### src/rtl/rx_chunk_framer.sv
module rx_chunk_framer #(
  parameter int PAY_BYTES = 64,
  parameter int CNT_W     = 8
) (
  input  logic             clk,
  input  logic             rst_n,
  input  logic             hdr_valid,
  input  logic             hdr_norx,
  input  logic             hdr_perr,
  input  logic             out_next,
  output logic [7:0]       out_data,
  output logic             chunk_busy,
  input  logic             in_valid,
  input  logic [7:0]       in_data,
  input  logic             in_sof,
  input  logic             in_eof,
  input  logic             in_drop,
  output logic             in_ready,
  input  logic [CNT_W-1:0] rx_pend_chunks,
  input  logic [CNT_W-1:0] tx_free_chunks,
  input  logic             ext_status,
  input  logic             cfg_sync,
  output logic             irq
);
  localparam int CHUNK_BYTES = PAY_BYTES + 4;
  localparam int POS_W       = $clog2(CHUNK_BYTES);
  localparam logic [CNT_W-1:0] SAT = CNT_W'(31);

  logic             busy, dv_en, hdrb_q, in_frame;
  logic             dv_q, sv_q, ev_q, fd_q;
  logic [3:0]       swo_q;
  logic [5:0]       ebo_q;
  logic [POS_W-1:0] pos;
  logic [31:0]      foot_q;
  logic [2:0]       arm;

  wire [7:0]       pos8    = 8'(pos);
  wire             in_pay  = busy && (pos < POS_W'(PAY_BYTES));
  wire [POS_W-1:0] fsel    = pos - POS_W'(PAY_BYTES);
  wire             at_foot = busy && (pos == POS_W'(PAY_BYTES));
  wire             foot_ld = at_foot && out_next;

  wire start_ok = dv_en && !sv_q && !ev_q && !in_frame && (pos[1:0] == 2'b00)
                  && in_valid && in_sof;
  wire carry    = in_pay && dv_en && in_valid && (in_frame || start_ok);
  wire take     = carry && out_next;

  wire [4:0] rca_f = (rx_pend_chunks > SAT) ? 5'd31 : rx_pend_chunks[4:0];
  wire [4:0] txc_f = (tx_free_chunks > SAT) ? 5'd31 : tx_free_chunks[4:0];

  wire [31:1] foot_hi = {ext_status, hdrb_q, cfg_sync, rca_f, 2'b00, dv_q, sv_q,
                         swo_q, fd_q, ev_q, ebo_q, 2'b00, txc_f};
  wire [31:0] foot_c  = {foot_hi, ~^foot_hi};

  wire [2:0] nz   = {ext_status, |rca_f, |txc_f};
  wire [2:0] hit  = arm & nz;
  wire       fire = |hit && !foot_ld;

  assign in_ready   = take;
  assign chunk_busy = busy;

  always_comb begin
    if (in_pay)
      out_data = carry ? in_data : 8'h00;
    else if (!busy)
      out_data = 8'h00;
    else begin
      case (fsel[1:0])
        2'd0:    out_data = foot_c[31:24];
        2'd1:    out_data = foot_q[23:16];
        2'd2:    out_data = foot_q[15:8];
        default: out_data = foot_q[7:0];
      endcase
    end
  end

  always_ff @(posedge clk or negedge rst_n) begin
    if (!rst_n) begin
      busy <= 1'b0; pos <= '0; dv_en <= 1'b0; hdrb_q <= 1'b0; in_frame <= 1'b0;
      dv_q <= 1'b0; sv_q <= 1'b0; ev_q <= 1'b0; fd_q <= 1'b0;
      swo_q <= '0; ebo_q <= '0; foot_q <= '0;
    end else if (hdr_valid && !busy) begin
      busy <= 1'b1; pos <= '0; dv_en <= !hdr_norx; hdrb_q <= hdr_perr;
      dv_q <= 1'b0; sv_q <= 1'b0; ev_q <= 1'b0; fd_q <= 1'b0;
      swo_q <= '0; ebo_q <= '0;
    end else if (busy && out_next) begin
      pos <= pos + 1'b1;
      if (pos == POS_W'(CHUNK_BYTES - 1)) busy <= 1'b0;
      if (foot_ld) foot_q <= foot_c;
      if (take) begin
        dv_q <= 1'b1;
        if (start_ok) begin
          sv_q <= 1'b1; swo_q <= pos8[5:2]; in_frame <= 1'b1;
        end
        if (in_eof) begin
          ev_q <= 1'b1; ebo_q <= pos8[5:0]; fd_q <= in_drop; in_frame <= 1'b0;
        end
      end
    end
  end

  always_ff @(posedge clk or negedge rst_n) begin
    if (!rst_n) begin
      arm <= 3'b111;
      irq <= 1'b0;
    end else begin
      if (foot_ld)   arm <= ~nz;
      else if (fire) arm <= arm & ~nz;
      if (hdr_valid) irq <= 1'b0;
      else if (fire) irq <= 1'b1;
    end
  end
endmodule


### config.mk
export PLATFORM = sky130hd
export DESIGN_NAME = rx_chunk_framer
export DESIGN_NICKNAME = d
export VERILOG_FILES = /design/src/rtl/rx_chunk_framer.sv
export SDC_FILE = /design/constraint.sdc
export NUM_CORES = 1
export LEC_CHECK = 0
export CELL_PAD_IN_SITES_DETAIL_PLACEMENT = 0
export CELL_PAD_IN_SITES_GLOBAL_PLACEMENT = 2
export CORE_UTILIZATION = 39
export DETAILED_ROUTE_END_ITERATION = 12
export DONT_BUFFER_PORTS = 1
export HOLD_SLACK_MARGIN = 0.15
export PLACE_DENSITY = 0.79
export SLEW_MARGIN = 20
export SYNTH_ARGS = -nofsm -noshare
export SYNTH_HDL_FRONTEND = slang
export SYNTH_SLANG_ARGS = --single-unit
### constraint.sdc
create_clock -name clk -period 2.9 [get_ports clk]
set_clock_uncertainty 0.2 [all_clocks]
set_input_delay 0.435 -clock clk [delete_from_list [all_inputs] [get_ports clk]]
set_output_delay 0.435 -clock clk [all_outputs]
set_load 0.02 [all_outputs]
==> summary.md, run 1 <==
| Metric | Value |
|---|---|
| Status | finished clean |
| Nets@finish | 315 |
| Tmin final | between 2 and 3 ns |
| Distinct cells, synth | 38 |
| CTS tree | yes |
| Antenna fix cells | 0 |
| Register bit total from synthesis | 49 |
| Vias in the first global route | 1934 |
| Overall Global Routing Usage | 18.8% |
| Total CTS buffers | 5 |
| Largest net degree at the start of global routing | 50 |
| Synth Instances | approximately 250 |
| Final HPWL from detailed placement | 4360 um |
| GR Util met2 | 30.0% |
| Met3 usage | 3.56% |
| Via density | 5.47 |
| Worst Path Required | 2.27 ns |
| GR Util met1 | 26.5% |
| PwrDens | between 500 and 600 nW/um2 |
| Crit path max fanout | 6 |
| R2R Setup Slk | between 0.6 and 0.7 ns |
| Commonest cells in the netlist | 46 x dfrtp_1, 36 x nor2_1, 26 x nand2_1 |
| I/O pin count | 47 |
| Initial antenna violation count | 0 |
| Hold Path Class | primary input to flop |
| Synth area leaders | dfrtp_1 44%, xnor2_1 6.8%, mux2_2 6.1%, nor2_1 5.2%, nand2_1 3.8% |
| Max IR drop VDD | 0.000348 V |
| Yosys Warn Count | 0 |
| Clock Tree Buf Depth | 2 |
| Final wirelength | 6310 um |
| Worst-margin pin slew | 0.734 ns |
| RePlAce Congestion | 0.739 |
| Arrival @ worst endpoint | 2.15 ns |
| GRT Max-Usage Layer | met2 |
| Number of flops mapped to enable cells by yosys | 0 |
| Avg Inst Size Synth | 10.2 um2 |
| Maxcap violations | 0 |
| First-pass GRT wire length | between 10000 and 15000 um |
| DR pass1 iterations | 5 |
| Post-route setup TNS | 0 ns |
| CP Class | flop to output port |
| Gr ovfl total | 0 |
| Startpoint types | flop |
| Starting Density | roughly 40% |
| Core Region | 6390 um2 |
| Initial DRC count | 139 |
| Residual DRC | 0 |
| Vias | roughly 1900 |
| Cell taking the most area after synthesis | dfrtp_1 |
| Worst-path clk slew | 0.09 ns |
| Post-layout util | 47.3% |
| Final Hold Vio Count | 0 |
| Worst Setup End Kind | output port |
| Fmax | about 360 MHz |
| Seq/Total Area, Yosys | 47.5% |
| Total power | 1.75 mW |
| Die area | 6970 um2 |
| Die height | 83.5 um |
| Clk_lat worst skew | 0.30 ns |
| Prevailing post-synth register cell | dfrtp_1 |
| Slew margin rel. | between 50% and 60% |
| Detail Route Antenna Nets | 0 |
| Share of cells above drive strength 1 | a little under a fifth |
| Cell leakage power | 1.32 nW |
| # rows | 29 |
| Top-count cell post-synth | dfrtp_1 |
| CTS root buffer | clkbuf_8 |
| Worst hold margin | 0.142 ns |
| Final setup viols | 0 |
| Die Wd | 83.5 um |
| Unrepaired setup endpoints after global routing | no |
| Asr flop ratio synth | 100% |
| Area share of the largest cell type after synthesis | 44.4% |
| DR WL/cell | between 15 and 20 um |
| PortBufs | 0 |
| Crit share post-route | 96.0% |
| Syn_nets | 296 |
| Area Growth Syn to Fin | 16.6% |
| H-tree levels | 2 |
| Max-slew violations | 0 |
| Mapped Area | 2590 um2 |
| CTS sink count | 49 |
-- power by group --
group          internal [mW]  switching [mW]
Sequential             0.744          0.0909
Combinational          0.229           0.266
Clock                  0.195           0.220
-- sequential cells by signal, summed over array words and instances, names as in the netlist --
register and count:
swo_q 4, ev_q 1, ebo_q 6, chunk_busy 1
sv_q 1, pos 7, fd_q 1, dv_en 1
arm 3, in_frame 1, dv_q 1, hdrb_q 1
irq 1, foot_q 20
-- cells in the final DEF, fill, tap and decap left out, types with 5 or more instances in the layout --
cell           synthesis  layout
mux2i_1                9       9
dlygate4sd3_1          0      13
mux2_2                14      14
clkbuf_8               0       6
buf_4                  0       8
xnor2_1               20      20
a221oi_1              10      10
nor2_1                36      35
a21oi_1                6       6
inv_1                  7       5
o21ai_0               15      14
nand2_1               26      24
dfrtp_1               46      44
nand3_1                8       8
-- worst max-delay path, cell delays in order, from the launching register on --
cell and delay [ns]:
dfrtp_2 0.45, inv_2 0.09, ha_4 0.13, nand2_2 0.06, nor4_4 0.23, nor2_2 0.09
nor4b_4 0.33, buf_2 0.23, a21o_1 0.23
-- per-layer routing --
layer  up-vias  routed length (um)
li1        926                   -
met1       942                2990
met2        45                2950
met3         6                 311
met4         0                  48
met5         -                   0
-- final timing paths --
check                                    to  depth (start not counted)              start
worst max-delay path            out_data[0]                          8             pos[0]
worst min-delay path              foot_q[5]                          2  tx_free_chunks[7]
worst max register to register         dv_q                          9             pos[0]
worst min register to register        dv_en                          2              dv_en
max in group asynchronous            arm[2]                          2              rst_n
min in group asynchronous            pos[3]                          2              rst_n
-- kinds of logic (layout without fill, tap and decap cells) --
group	count (synthesis)	in the layout	share of synthesized area, %
and+or+nand+nor	88	88	16.5
DFF	49	49	47.5
AOI/OAI and AO/OA	46	46	12.0
xor gates and xnor gates	23	23	8.31
muxes	23	23	9.57
buffers and inverters	19	39	3.24
adders and majority gates	6	6	2.90
-- stage by stage --
step | worst slack (ns) | area (um2) | instances
6_report | 0.117 | 3020 | 351
5_1_grt | 0.0100 | 3020 | 351
4_1_cts | 0.107 | 2930 | 348
3_5_place_dp | 0.319 | 2680 | 326
3_3_place_gp | 0.349 | 2680 | 326
2_1_floorplan | 0.320 | 2590 | 254
-- cell type report --
cell class,instances,area [um2]
clock buffers,8,90.1
fillers,612,3370
inverters,7,26.3
multi-input cells,186,1340
flip-flops and latches,49,1230
well taps,77,96.3
repair buffers,24,234
-- repair_timing --
item                                    CTS  global route
hold endpoints to repair                 61             0
endpoints found under the setup margin    0             7
resized for setup                         0            19
setup buffers                             0             2
hold buffers                             14             0
(Power assumes the default switching activity.)
==> run 2: changes to the inputs <==
CORE_ASPECT_RATIO = 1.25   (was default)
clock period = 2.75 ns   (was 2.9 ns; I/O delays follow)
==> run 2 against run 1 <==
Combinational power grew 17%. Sequential share of layout area shrank 0.84 points. Largest power group unchanged. Non-clock buffer count grew 5. Critical path depth grew 2. Clock power grew 31%. Hold slack gained 0.040 ns.
==> summary.md, run 2 (same netlist as run 1, synthesis figures left out) <==
| Metric | Value |
|---|---|
| Status | finished clean |
| Slew margin rel. | 46.9% (-3.7 points) |
| Residual DRC | 0 (unchanged) |
| Total CTS buffers | 5 (unchanged) |
| Arrival @ worst endpoint | 2.12 ns (-0.03 ns) |
| Clock Tree Buf Depth | 2 (unchanged) |
| Setup WS post-layout | 0.0165 ns (-0.100 ns) |
| RePlAce Congestion | 0.781 (+5.7%) |
| DR pass1 iterations | 4 (-1) |
| Crit path max fanout | 7 (+1) |
| CTS sink count | 49 (unchanged) |
| Crit path to | out_data[5] |
| Placed Cells | 335 (+2.8%) |
| Worst setup path startpoint | pos[1] |
| Die height | 93.1 um (+12%) |
| Starting Density | 41.2% (+0.65 points) |
| Cell family with most CP delay | simple AND/OR/NAND/NOR gates |
| Crit-path slowest cell | dfrtp_1 |
| Overall Global Routing Usage | 19.7% (+0.87 points) |
| Max IR drop VDD | 0.000363 V (+4.5%) |
| Initial antenna violation count | 0 (unchanged) |
| Pre-CTS setup slack | 0.159 ns (-0.160 ns) |
| Post-route setup TNS | 0 ns (unchanged) |
| Die area | 6970 um2 (about the same) |
| Cell depth of the worst setup path | 10 (+2) |
| Tmin final | 2.73 ns |
| Nets@finish | 320 (+1.6%) |
| First-pass GRT wire length | 9970 um (-1.9%) |
| Core Region | 6290 um2 (-1.6%) |
| Worst Path Required | 2.14 ns (-0.13 ns) |
| Hold Path Class | primary input to flop |
| # rows | 32 (+10%) |
| Non-Filler Instances | 364 (+3.7%) |
| PortBufs | 0 (unchanged) |
| Unrepaired setup endpoints after global routing | yes |
| Reg2reg start | pos[4] |
| I/O pin count | 47 (unchanged) |
| Gr ovfl total | 0 (unchanged) |
| PwrDens | 645 nW/um2 (+12%) |
| Comb pwr share | 29.2% (+0.8 points) |
| Largest net degree at the start of global routing | 50 (unchanged) |
| Final Hold Vio Count | 0 (unchanged) |
| RR Endpoint | foot_q[16] |
| Fillers | 609 (-0.49%) |
| Die Wd | 74.9 um (-10%) |
| Worst Setup End Kind | output port |
| Commonest non-fill, non-tap cell in the layout | dfrtp_1 |
| Worst hold margin | 0.182 ns (+0.0396 ns) |
| Worst R2R Path Depth | 5 (-4) |
| Area Growth Syn to Fin | 18.9% |
| Clk_lat worst skew | 0.31 ns (about the same) |
| Startpoint types | flop |
| Post-layout util | 49.0% (+1.7 points) |
| Initial DRC count | 107 (-23%) |
| Crit share post-route | between 90 and 100% |
| Detail Route Antenna Nets | 0 (unchanged) |
| CP Buf/Inv Count | 3 (+1) |
| Vias in the first global route | 1918 (-0.83%) |
| Maxcap violations | 0 (unchanged) |
| Fmax | 366 MHz |
| DR WL/cell | 17.1 um (-4.9%) |
| Sw Ratio | 31.7% (-1.3 points) |
| Switch Pwr | 630 uW (+9.3%) |
| Critical path's largest stage delay | 0.41 ns (-0.04 ns) |
| R2R Setup Slk | 0.56 ns (-0.12 ns) |
| Max-slew violations | 0 (unchanged) |
| Reg with most FFs | foot_q |
| Seq pwr share | 43.5% (-4.4 points) |
| Share of cells above drive strength 1 | 19.7% (+0.74 points) |
| CP Class | flop to output port |
| Commonest non-fill, non-tap cells in the layout | 45 x dfrtp_1, 35 x nor2_1, 24 x nand2_1 |
| Final HPWL from detailed placement | 4370 um (+0.44%) |
| CTS root buffer | clkbuf_8 |
| Crit path cell chain | inv_2 -> ha_4 -> nand2_4 -> nor4_4 -> nor2_2 -> nor4b_2 -> buf_4 -> nand2_2 -> o21ai_2 -> buf_6 |
| Antenna fix cells | 0 (unchanged) |
| Vias | 1926 (+0.36%) |
| Max FFs per register | 20 (unchanged) |
| Via density | 5.29 (-3.2%) |
| Cell leakage power | 1.36 nW (+3.1%) |
| Clock power share | 27.3% (+3.5 points) |
| Worst-path clk slew | 0.09 ns (about the same) |
| H-tree levels | 2 (unchanged) |
| Top Registers | foot_q x20, pos x7, ebo_q x6 |
| Final wirelength | 6220 um (-1.4%) |
| Worst-margin pin slew | 0.790 ns (+0.0556 ns) |
| CTS tree | yes |
| Final setup viols | 0 (unchanged) |
| Int Power | 1.36 mW (+16%) |
==> run 2: metrics by stage <==
| step | instance area [um2] | power [mW] |
|---|---|---|
| 2_1_floorplan | 2590 | 1.21 |
| 3_3_place_gp | 2700 | 1.34 |
| 3_5_place_dp | 2700 | 1.34 |
| 4_1_cts | 3030 | 1.97 |
| 5_1_grt | 3080 | 2.11 |
| 6_report | 3080 | 1.99 |
==> run 2: final cells by class <==
cell class	count	area [um2]	area share, %
clock buffers	6	82.6	2.68
clock inverters	2	37.5	1.22
inverters	7	26.3	0.853
multi-input cells	186	1320	42.8
flip-flops and latches	49	1230	40.0
well taps	85	106	3.45
repair buffers	29	277	8.98
==> run 2: per-layer routing <==
metal | GRT usage (%) | routed length [um] | up-vias
met4 | 6.60 | 76 | 0
met2 | 31.5 | 3060 | 48
met3 | 3.56 | 275 | 4
li1 | - | - | 931
met5 | 0 | 0 | -
met1 | 26.5 | 2810 | 943
==> run 2: repair_timing <==
action	4_1_cts	5_1_grt
setup endpoints to repair	9	9
hold endpoints to repair	63	0
buffers inserted	5	1
hold buffers	15	0
pin swaps	1	5
resized for setup	1	15
==> run 2: worst min path at each step <==
| stage | from | to | slack [ns] | cells past startpoint |
|---|---|---|---|---|
| final | out_next | dv_q | 0.18 | 2 |
| after detailed placement | rst_n | foot_q[19] | -0.08 | 0 |
| after CTS | rx_pend_chunks[1] | arm[1] | 0.18 | 3 |
| after floorplan | rst_n | chunk_busy | -0.08 | 0 |
| after global placement | rst_n | foot_q[11] | -0.08 | 0 |
| after global routing | rx_pend_chunks[1] | arm[1] | 0.19 | 3 |
==> run 2: power groups by stage <==
stage	combinational [mW]	sequential (mW)	clock, mW
floorplan	0.348	0.858	0
global placement	0.460	0.881	0
detailed placement	0.462	0.881	0
CTS	0.545	0.858	0.563
global route	0.644	0.876	0.587
finish	0.580	0.863	0.543
==> run 2: worst reg2reg max path, cell delays in order (launching register included) <==
cell and delay, ns:
dfrtp_1 0.48, nor4_1 0.32, and2_1 0.20, and3_1 0.18
buf_4 0.32, mux2_2 0.38
